$ cat src/rtl/ird_pkg.sv
package ird_pkg;
   localparam logic [2:0] DLV_FIXED  = 3'b000;
   localparam logic [2:0] DLV_LOWPRI = 3'b001;
   localparam logic [2:0] DLV_NMI    = 3'b100;
   localparam logic       DM_PHYS    = 1'b0;
   localparam logic       DM_LOGIC   = 1'b1;
endpackage

$ cat src/rtl/ird_target_match.sv
module ird_target_match
   import ird_pkg::*;
#(
   parameter int NUM_CPU = 8,
   parameter int ID_W    = 8
) (
   input  logic                    clk,
   input  logic                    rst_n,
   input  logic                    check_en,
   input  logic [ID_W-1:0]         dest,
   input  logic                    dest_mode,
   input  logic [NUM_CPU-1:0]      present,
   input  logic [NUM_CPU*ID_W-1:0] phys_ids,
   input  logic [NUM_CPU*ID_W-1:0] logic_ids,
   output logic [NUM_CPU-1:0]      mask
);
   localparam logic [ID_W-1:0] BCAST = '1;

   logic [NUM_CPU-1:0] phys_hit;
   logic [NUM_CPU-1:0] log_hit;
   logic [NUM_CPU-1:0] phys_first;

   for (genvar gi = 0; gi < NUM_CPU; gi++) begin : g_cpu
      assign phys_hit[gi] = present[gi] && (phys_ids[gi*ID_W +: ID_W] == dest);
      assign log_hit[gi]  = present[gi] && ((logic_ids[gi*ID_W +: ID_W] & dest) != '0);
   end

   // keep only the lowest-index physical hit
   always_comb begin
      phys_first = '0;
      for (int i = NUM_CPU - 1; i >= 0; i--) begin
         if (phys_hit[i]) begin
            phys_first    = '0;
            phys_first[i] = 1'b1;
         end
      end
   end

   always_comb begin
      if (dest_mode == DM_PHYS)
         mask = (dest == BCAST) ? present : phys_first;
      else if (dest == '0)
         mask = '0;
      else
         mask = log_hit;
   end

   assert_phys_single_R2: assert property (@(posedge clk) disable iff (!rst_n)
      (check_en && dest_mode == DM_PHYS && dest != BCAST) |-> $onehot0(mask));
   assert_only_present_R1: assert property (@(posedge clk) disable iff (!rst_n)
      check_en |-> ((mask & ~present) == '0));
   assert_logic_zero_R3: assert property (@(posedge clk) disable iff (!rst_n)
      (check_en && dest_mode == DM_LOGIC && dest == '0) |-> (mask == '0));
endmodule

$ cat src/rtl/ird_pick_one.sv
module ird_pick_one #(
   parameter int NUM_CPU = 8,
   parameter int IDX_W   = 3
) (
   input  logic               clk,
   input  logic               rst_n,
   input  logic               check_en,
   input  logic [NUM_CPU-1:0] cand,
   input  logic [IDX_W-1:0]   choice,
   output logic [NUM_CPU-1:0] pick
);
   logic [NUM_CPU-1:0] lowest;
   logic [NUM_CPU-1:0] chosen;

   always_comb begin
      lowest = '0;
      chosen = '0;
      for (int i = NUM_CPU - 1; i >= 0; i--) begin
         if (cand[i]) begin
            lowest    = '0;
            lowest[i] = 1'b1;
         end
         if (cand[i] && (int'(choice) == i))
            chosen[i] = 1'b1;
      end
      pick = (chosen != '0) ? chosen : lowest;
   end

   assert_pick_single_R7: assert property (@(posedge clk) disable iff (!rst_n)
      (check_en && cand != '0) |-> ($onehot(pick) && ((pick & ~cand) == '0)));
endmodule

$ cat src/rtl/ird_dispatch.sv
module ird_dispatch
   import ird_pkg::*;
#(
   parameter int NUM_CPU = 8,
   parameter int ID_W    = 8,
   parameter int VEC_W   = 8,
   parameter int PIN_W   = 5
) (
   input  logic                       clk,
   input  logic                       rst_n,
   input  logic                       req_valid,
   input  logic [PIN_W-1:0]           req_pin,
   input  logic [ID_W-1:0]            req_dest,
   input  logic                       req_dest_mode,
   input  logic [2:0]                 req_dlv_mode,
   input  logic [VEC_W-1:0]           req_vector,
   input  logic [NUM_CPU-1:0]         cpu_present,
   input  logic [NUM_CPU*ID_W-1:0]    cpu_phys_id,
   input  logic [NUM_CPU*ID_W-1:0]    cpu_logic_id,
   input  logic [$clog2(NUM_CPU)-1:0] lp_choice,
   output logic [NUM_CPU-1:0]         vec_strobe,
   output logic [VEC_W-1:0]           vec_out,
   output logic [NUM_CPU-1:0]         nmi_strobe,
   output logic                       injected
);
   localparam int IDX_W = $clog2(NUM_CPU);

   if (NUM_CPU < 2 || NUM_CPU > 32) begin : g_bad_cpu
      $error("ird_dispatch: NUM_CPU must lie in 2..32");
   end
   if (ID_W < 1 || VEC_W < 1 || PIN_W < 1) begin : g_bad_width
      $error("ird_dispatch: widths must be positive");
   end

   logic [NUM_CPU-1:0] tgt_mask;
   logic [NUM_CPU-1:0] lp_pick;
   logic [NUM_CPU-1:0] cpu0_only;
   logic [NUM_CPU-1:0] vec_nxt;
   logic [NUM_CPU-1:0] nmi_nxt;
   logic               pin_zero;
   logic               inj_nxt;
   logic               any_tgt;

   ird_target_match #(.NUM_CPU(NUM_CPU), .ID_W(ID_W)) u_match (
      .clk       (clk),
      .rst_n     (rst_n),
      .check_en  (req_valid),
      .dest      (req_dest),
      .dest_mode (req_dest_mode),
      .present   (cpu_present),
      .phys_ids  (cpu_phys_id),
      .logic_ids (cpu_logic_id),
      .mask      (tgt_mask)
   );

   ird_pick_one #(.NUM_CPU(NUM_CPU), .IDX_W(IDX_W)) u_pick (
      .clk      (clk),
      .rst_n    (rst_n),
      .check_en (req_valid),
      .cand     (tgt_mask),
      .choice   (lp_choice),
      .pick     (lp_pick)
   );

   assign pin_zero = (req_pin == '0);
   assign any_tgt  = (tgt_mask != '0);

   always_comb begin
      cpu0_only    = '0;
      cpu0_only[0] = cpu_present[0];
   end

   always_comb begin
      vec_nxt = '0;
      nmi_nxt = '0;
      if (req_valid && any_tgt) begin
         case (req_dlv_mode)
            DLV_FIXED:  vec_nxt = pin_zero ? cpu0_only : tgt_mask;
            DLV_LOWPRI: vec_nxt = pin_zero ? cpu0_only : lp_pick;
            DLV_NMI:    nmi_nxt = tgt_mask;
            default:    ;
         endcase
      end
   end

   // delivery flag derived from the route conditions, not from vec_nxt
   assign inj_nxt = req_valid && any_tgt
                    && (req_dlv_mode == DLV_FIXED || req_dlv_mode == DLV_LOWPRI)
                    && (!pin_zero || cpu_present[0]);

   always_ff @(posedge clk or negedge rst_n) begin
      if (!rst_n) begin
         vec_strobe <= '0;
         nmi_strobe <= '0;
         vec_out    <= '0;
         injected   <= 1'b0;
      end else begin
         vec_strobe <= vec_nxt;
         nmi_strobe <= nmi_nxt;
         vec_out    <= inj_nxt ? req_vector : '0;
         injected   <= inj_nxt;
      end
   end

   assert_no_mix_R9: assert property (@(posedge clk) disable iff (!rst_n)
      (vec_strobe != '0) |-> (nmi_strobe == '0));
   assert_flag_match_R5: assert property (@(posedge clk) disable iff (!rst_n)
      injected == (vec_strobe != '0));
   assert_idle_quiet_R11: assert property (@(posedge clk) disable iff (!rst_n)
      !req_valid |=> (vec_strobe == '0 && nmi_strobe == '0 && !injected));
   assert_lowpri_single_R7: assert property (@(posedge clk) disable iff (!rst_n)
      (req_valid && req_dlv_mode == DLV_LOWPRI) |=> $onehot0(vec_strobe));
   assert_pin0_steer_R8: assert property (@(posedge clk) disable iff (!rst_n)
      (req_valid && pin_zero && req_dlv_mode == DLV_FIXED) |=> ((vec_strobe >> 1) == '0));
endmodule

$ cat config.mk
export PLATFORM = sky130hd
export DESIGN_NAME = ird_dispatch
export DESIGN_NICKNAME = d
export VERILOG_FILES = /design/src/rtl/ird_pkg.sv /design/src/rtl/ird_target_match.sv /design/src/rtl/ird_pick_one.sv /design/src/rtl/ird_dispatch.sv
export SDC_FILE = /design/constraint.sdc
export NUM_CORES = 1
export LEC_CHECK = 0
export BUFFER_PORTS_ARGS = -buffer_cell sky130_fd_sc_hd__buf_2
export CAP_MARGIN = 5
export CORE_AREA = 4 4 89 91
export CTS_CLUSTER_DIAMETER = 60
export DETAILED_ROUTE_END_ITERATION = 8
export DIE_AREA = 0 0 93 95
export PLACE_DENSITY_LB_ADDON = 0.15
export SLEW_MARGIN = 40
export SYNTH_ARGS = -nofsm -noshare
export SYNTH_HDL_FRONTEND = slang
export SYNTH_HIERARCHICAL = 1
export SYNTH_SLANG_ARGS = --single-unit
$ cat constraint.sdc
create_clock -name clk -period 0.8 [get_ports clk]
set_input_delay 0.04 -clock clk [delete_from_list [all_inputs] [get_ports clk]]
set_output_delay 0.04 -clock clk [all_outputs]
set_load 0.01 [all_outputs]
==> flow_metrics.env, run 1 <==
export IMPL_run_status="finished, violations left"
export IMPL_violations="negative setup slack"
export IMPL_netlist_top_cell_by_area="sky130_fd_sc_hd__dfrtp_1"
export IMPL_crit_arrival_ns=2.60
export IMPL_routed_wl_um=10300
export IMPL_cellPowerDensity_mw_per_mm2=868
export IMPL_design_area_sq_mm=0.00461
export IMPL_worst_hold_path_stage_count=2
export IMPL_rsz0062_at_grt="true"
export IMPL_final_period_utilization=3.02
export IMPL_synth_top_cells_by_count="sky130_fd_sc_hd__xnor2_1, sky130_fd_sc_hd__dfrtp_1, sky130_fd_sc_hd__nand2_1"
export IMPL_route_detailed_drc=0
export IMPL_synth_cell_area_sq_mm=0.00265
export IMPL_drt_iter0_drc=116
export IMPL_finalCriticalPeriod_ns=2.42
export IMPL_tritoncts_num_sinks=25
export IMPL_grt_antenna_before_repair=0
export IMPL_layout_drive_gt1_share=0.610
export IMPL_min_delay_path_class="in -> reg"
export IMPL_share_clk_of_total_power=0.185
export IMPL_die_area_sq_mm=0.00884
export IMPL_cell_internal_pwr_uw=2730
export IMPL_post_synth_top_area_fraction=0.236
export IMPL_hpwlAfterDp_um=8680
export IMPL_worstSetupStartpointType="primary input"
export IMPL_crit_path_max_fanout=4
export IMPL_required_ns=0.98
export IMPL_area_overhead_vs_synth_pct=74.3
export IMPL_yosys_top_cells_area="sky130_fd_sc_hd__dfrtp_1, sky130_fd_sc_hd__xnor2_1, sky130_fd_sc_hd__buf_6"
export IMPL_sw_share=0.319
export IMPL_synthDistinctLibCells=52
export IMPL_synth_net_count=464
export IMPL_combinationalPowerShare=0.493
export IMPL_synth_main_ff_cell="sky130_fd_sc_hd__dfrtp_1"
export IMPL_drt_pass1_iter_count=4
export IMPL_routedWlPerCell_um=15.7
export IMPL_synth_ff_latch_count=25
export IMPL_achievable_frequency_ghz=0.414
export IMPL_cts_made_buffers=3
export IMPL_floorplan_io_pins=192
export IMPL_place_port_buffers=191
export IMPL_detailroute_via_count=3245
export IMPL_initial_utilization=0.371
export IMPL_maxCapViolCount=0
export IMPL_worst_pin_slew_ns=0.311
export IMPL_setup_slack_ns=-1.62
export IMPL_maxSlewViolCount=0
export IMPL_synth_most_common_cell="sky130_fd_sc_hd__xnor2_1"
export IMPL_grt_use_met2=0.412
export IMPL_die_height_um=95
export IMPL_final_nets=724
export IMPL_synthesis_yosys_warnings=6
export IMPL_synth_enable_flop_cells=0
export IMPL_core_area_sq_mm=0.00714
export IMPL_tritoncts_clock_tree="done"
export IMPL_grt_busiest_layer="met2"
export IMPL_path_class="in -> reg"
export IMPL_cts_max_path_buffers=2
export IMPL_die_w_um=93
export IMPL_worst_setup_path_end_kind="flip-flop"
export IMPL_cts_root_buffer="sky130_fd_sc_hd__clkbuf_8"
export IMPL_ant_nets=0
export IMPL_hold_viol_final=0
export IMPL_syn_mean_instance_area_sq_um=8.91
export IMPL_grt_remaining_overflow=0
export IMPL_synth_cells=297
export IMPL_grt_max_degree=26
export IMPL_antenna_diode_count=0
export IMPL_power_switching_uw=1280
export IMPL_max_slew_margin=0.790
export IMPL_postPlaceCellArea_sq_mm=0.00424
export IMPL_placement_rows=31
export IMPL_maximum_level_of_the_cts_h_tree=1
export IMPL_post_drt_via_cell_ratio=4.95
export IMPL_vdd_ir_drop_max_mv=0.525
export IMPL_final_util=0.647
export IMPL_synthArstFlopShare=1.00
export IMPL_grt_pass1_wl_um=15900
export IMPL_gpl_final_weighted_congestion=0.962
export IMPL_met1_usage=0.277
export IMPL_first_global_vias=3317
export IMPL_sequential_area_share_after_synthesis=0.236
export IMPL_seqPwrFrac=0.322
export IMPL_path_clk_slew_ns=0.09
export IMPL_setup_violations=38
export IMPL_grt_use_met3=0.0271
export IMPL_leakagePower_uw=0.00224
export IMPL_grt_util_all_layers=0.225
## layout by cell type (no fill, tap or decap), drive strengths merged, types with 4 or more instances in the layout
master  instances
xor2            8
nor2            8
nand2          18
nand3          14
mux2i           9
a31oi           6
and2            9
a22oi          13
a221oi          8
nor3b           9
nor4            4
buf           274
or4             7
nor3           14
inv             6
dfrtp          25
nand4          12
o21ai          18
xnor2          56
a22o            7
## worst max-delay path, cell delays in order
cell	delay (ns)
sky130_fd_sc_hd__buf_6	0.09
sky130_fd_sc_hd__or4_4	0.53
sky130_fd_sc_hd__o21ai_4	0.24
sky130_fd_sc_hd__a31oi_2	0.08
sky130_fd_sc_hd__o21ai_2	0.19
sky130_fd_sc_hd__o21ai_2	0.08
sky130_fd_sc_hd__or4_4	0.51
sky130_fd_sc_hd__or4_1	0.40
sky130_fd_sc_hd__o21ai_1	0.11
sky130_fd_sc_hd__and2_1	0.13
sky130_fd_sc_hd__mux2i_1	0.06
sky130_fd_sc_hd__nor3_1	0.14
## logic make-up after synthesis
| kind of cell | after synthesis | share of synthesized area |
|---|---|---|
| AND/OR/NAND/NOR | 107 | 0.251 |
| XOR/XNOR | 64 | 0.212 |
| AO/OA/AOI/OAI | 66 | 0.184 |
| flip-flops | 25 | 0.236 |
| multiplexers | 9 | 0.0340 |
| buffers and inverters | 26 | 0.0827 |
## what timing repair did
item | 4_1_cts | 5_1_grt
setup endpoints to repair | 44 | 50
pin swaps | 3 | 10
gates cloned | 2 | 0
endpoints found under the hold margin | 25 | 0
resized for setup | 17 | 28
hold buffers | 1 | 0
buffers inserted | 4 | 0
## flip-flops by register name (all words and copies together), names as in the netlist
signal,count
vec_out,8
vec_strobe,8
injected,1
nmi_strobe,8
## worst paths after layout
path,start,end
min in group asynchronous,rst_n,vec_strobe[3]
max in group asynchronous,rst_n,vec_strobe[4]
min,req_vector[5],vec_out[5]
max,req_dest[1],vec_strobe[7]
## metal layers
layer	wire length (um)	vias to the layer above	share of wire
li1	-	1612	-
met1	4110	1481	0.40
met2	5380	138	0.52
met3	664	14	0.064
met4	138	0	0.013
met5	0	-	0
## power groups by stage
| stage | combinational (uW) | sequential (uW) | clock (uW) |
|---|---|---|---|
| final | 1980 | 1290 | 741 |
| after CTS | 1900 | 1290 | 757 |
| after global routing | 2140 | 1290 | 825 |
| after detailed placement | 1800 | 1320 | 0 |
| after floorplan | 920 | 1330 | 0 |
| after global placement | 1780 | 1320 | 0 |
## layout make-up
cell class	instances	area (sq um)
repair buffers	275	1740
clock inverters	1	7.51
multi-input cells	246	2060
inverters	6	22.5
flip-flops and latches	25	626
well taps	99	124
fillers	644	2520
clock buffers	3	41.3
## stage by stage
| stage | TNS (ns) | hold WS (ns) | total power, uW | std cells | setup WS, ns |
|---|---|---|---|---|---|
| 2_1_floorplan | -36.80 | -0.256 | 2250 | 297 | -1.79 |
| 4_1_cts | -37.65 | 0.00936 | 3950 | 655 | -1.63 |
| 6_report | -36.31 | 0.00965 | 4010 | 655 | -1.62 |
| 3_3_place_gp | -44.52 | -0.00892 | 3090 | 644 | -2.08 |
| 3_5_place_dp | -44.39 | -0.0126 | 3110 | 644 | -2.01 |
| 5_1_grt | -39.84 | 0.0148 | 4260 | 655 | -1.80 |
No activity file was read; power rests on OpenSTA's default activity.
==> run 2, diff against run 1 <==
Settings changed: ABC_AREA set to 1, CAP_MARGIN 5 to 20, CORE_AREA 4 4 89 91 to 4 4 98 100, DIE_AREA 0 0 93 95 to 0 0 102 104.
Clock period 0.8 ns to 2.1 ns, I/O delays scaled along.
==> run 2 against run 1 <==
  * Clock power shrank 63%
  * Worst setup slack gained 1.7 ns
  * First-iteration DRC count grew to 2.6 times the previous value
  * Worst hold slack gained 0.041 ns
  * Flip-flop and latch count is the same
  * Area after synthesis grew 36%
  * Critical endpoint is now nmi_strobe[5]
  * Highest routed layer unchanged
  * The run now ends clean
==> flow_metrics.env, run 2 <==
export IMPL_routedWlPerCell_um=15.1
export IMPL_max_slew_margin=0.649
export IMPL_final_nets=1068
export IMPL_grt_util_all_layers=0.261
export IMPL_final_util=0.644
export IMPL_grt_antenna_before_repair=0
export IMPL_synthArstFlopShare=1.00
export IMPL_cts_root_buffer="sky130_fd_sc_hd__clkbuf_8"
export IMPL_synth_ff_latch_count=25
export IMPL_worst_hold_startpoint="req_vector[6]"
export IMPL_maxCapViolCount=0
export IMPL_synth_most_common_cell="sky130_fd_sc_hd__nand2_1"
export IMPL_top_regs="nmi_strobe (8), vec_out (8), vec_strobe (8)"
export IMPL_cts_made_buffers=3
export IMPL_hpwlAfterDp_um=12500
export IMPL_yosys_top_cells_area="sky130_fd_sc_hd__nand2_1, sky130_fd_sc_hd__dfrtp_1, sky130_fd_sc_hd__nor2_1"
export IMPL_first_global_vias=4868
export IMPL_layout_cells_most_common_list="sky130_fd_sc_hd__nand2_1, sky130_fd_sc_hd__buf_2, sky130_fd_sc_hd__inv_1"
export IMPL_run_status="finished, final reports clean"
export IMPL_drt_pass1_iter_count=5
export IMPL_worst_pin_slew_ns=0.526
export IMPL_tritoncts_num_sinks=25
export IMPL_worst_setup_path_end_kind="flip-flop"
export IMPL_die_height_um=104
export IMPL_area_fraction_in_compound_gates_after_synthesis=0.0915
export IMPL_synth_top_cells_by_count="sky130_fd_sc_hd__nand2_1, sky130_fd_sc_hd__nor2_1, sky130_fd_sc_hd__inv_1"
export IMPL_routed_wl_um=15200
export IMPL_achievable_frequency_ghz=0.501
export IMPL_vdd_ir_drop_max_mv=0.189
export IMPL_place_port_buffers=191
export IMPL_tritoncts_clock_tree="done"
export IMPL_yosys_area_share_xor_xnor=0.0388
export IMPL_synth_main_ff_cell="sky130_fd_sc_hd__dfrtp_1"
export IMPL_synth_enable_flop_cells=0
export IMPL_path_clk_slew_ns=0.08
export IMPL_floorplan_io_pins=192
export IMPL_area_overhead_vs_synth_pct=54.9
export IMPL_detailroute_via_count=5079
export IMPL_final_setup_tns_ns=0
export IMPL_synthAdderAreaFrac=0
export IMPL_syn_mean_instance_area_sq_um=5.51
export IMPL_path_class="in -> reg"
export IMPL_largest_family_of_logic_cells_by_synthesized_area="simple AND/OR/NAND/NOR gates"
export IMPL_synthDistinctLibCells=41
export IMPL_drt_iter0_drc=298
export IMPL_required_ns=2.29
export IMPL_synth_net_count=822
export IMPL_route_detailed_drc=0
export IMPL_crit_arrival_ns=2.19
export IMPL_sequential_area_share_after_synthesis=0.173
export IMPL_die_area_sq_mm=0.0106
export IMPL_synth_simple_gate_area_frac=0.544
export IMPL_fillers=868
export IMPL_min_delay_path_class="in -> reg"
export IMPL_finalCriticalPeriod_ns=2.00
export IMPL_die_w_um=102
export IMPL_hold_worst_slack_ns=0.0509
export IMPL_gpl_final_weighted_congestion=0.970
export IMPL_initial_utilization=0.416
export IMPL_crit_path_start="req_dest[1]"
export IMPL_synthesis_yosys_warnings=6
export IMPL_post_drt_via_cell_ratio=5.04
export IMPL_crit_path_max_fanout=7
export IMPL_synth_area_mux_share=0
export IMPL_cts_max_path_buffers=2
export IMPL_core_area_sq_mm=0.00868
export IMPL_synth_cell_area_sq_mm=0.00361
export IMPL_rsz0062_at_grt="true"
export IMPL_leakagePower_uw=0.00335
export IMPL_layout_commonest_cell="sky130_fd_sc_hd__nand2_1"
export IMPL_cellPowerDensity_mw_per_mm2=304
export IMPL_layout_drive_gt1_share=0.410
export IMPL_worstSetupStartpointType="primary input"
export IMPL_grt_max_degree=26
export IMPL_antenna_diode_count=0
export IMPL_netlist_top_cell_by_area="sky130_fd_sc_hd__nand2_1"
export IMPL_post_synth_top_area_fraction=0.271
export IMPL_final_period_utilization=0.950
export IMPL_maxSlewViolCount=0
export IMPL_hold_viol_final=0
export IMPL_synth_cells=655
export IMPL_placement_rows=34
export IMPL_maximum_level_of_the_cts_h_tree=1
export IMPL_setup_violations=0
export IMPL_grt_remaining_overflow=0
export IMPL_grt_pass1_wl_um=22600
export IMPL_ant_nets=0
==> run 2: repair_timing <==
action	CTS	global route
pin swaps	0	49
hold buffers	1	0
cloned	0	2
endpoints found under the setup margin	6	25
buffers inserted	0	13
gates resized for setup	3	118
endpoints found under the hold margin	25	0
==> run 2: area by class of cell <==
type / count / area, sq um / share of cell area
timing repair buffer: 262 / 1700 / 0.305
tap: 108 / 135 / 0.0242
clock buffer: 3 / 41.3 / 0.00739
inverter: 91 / 372 / 0.0665
multi-input combinational: 518 / 2710 / 0.484
clock inverter: 1 / 7.51 / 0.00134
sequential: 25 / 626 / 0.112
==> run 2: metrics by stage <==
step / total power, uW / setup WS [ns] / std cells / cell area (sq um)
finish: 1700 / 0.105 / 1008 / 5590
global route: 1820 / -0.0754 / 1008 / 5590
CTS: 1580 / 0.0105 / 993 / 5060
detailed placement: 1310 / -0.337 / 988 / 4990
global placement: 1300 / -0.312 / 988 / 4990
floorplan: 933 / 0.0720 / 655 / 3610
==> run 2: final timing paths <==
kind	to	slack [ns]	cells past startpoint
setup / recovery	nmi_strobe[5]	0.10	22
max in group asynchronous	vec_out[1]	1.39	2
hold / removal	vec_out[6]	0.05	3
min in group asynchronous	nmi_strobe[0]	0.35	2
==> run 2: power breakdown <==
part           internal (uW)  switching [uW]
registers                490            1.79
clock network            134             138
logic                    429             509
==> run 2: worst max-delay path, cell delays in order <==
cell                      delay, ns
sky130_fd_sc_hd__buf_6         0.12
sky130_fd_sc_hd__buf_6         0.13
sky130_fd_sc_hd__buf_4         0.13
sky130_fd_sc_hd__nand2_1       0.08
sky130_fd_sc_hd__nand2_1       0.06
sky130_fd_sc_hd__nor2_1        0.10
sky130_fd_sc_hd__nand3_1       0.10
sky130_fd_sc_hd__nor2_2        0.12
sky130_fd_sc_hd__nand2_1       0.06
sky130_fd_sc_hd__nor2_1        0.08
sky130_fd_sc_hd__nand2_1       0.07
sky130_fd_sc_hd__nand2_1       0.07
sky130_fd_sc_hd__nand2_1       0.06
sky130_fd_sc_hd__nand2_2       0.10
sky130_fd_sc_hd__buf_4         0.12
sky130_fd_sc_hd__nor2_1        0.04
sky130_fd_sc_hd__nand2_1       0.09
sky130_fd_sc_hd__nor2_2        0.06
sky130_fd_sc_hd__nor2_4        0.21
sky130_fd_sc_hd__buf_6         0.14
sky130_fd_sc_hd__nand2_1       0.05
sky130_fd_sc_hd__nor2_1        0.10
==> run 2: logic make-up after synthesis <==
kind of cell / after synthesis
AO/OA/AOI/OAI: 48
XOR/XNOR: 16
flip-flops: 25
buffers and inverters: 113
AND/OR/NAND/NOR: 453
==> run 2: layer usage <==
layer | wire length [um] | part of all wire | global-route usage | up-vias
met3 | 1320 | 0.087 | 0.0315 | 45
li1 | - | - | - | 2532
met1 | 5960 | 0.39 | 0.329 | 2245
met2 | 7400 | 0.49 | 0.448 | 257
met5 | 0 | 0 | 0 | -
met4 | 504 | 0.033 | 0.0984 | 0
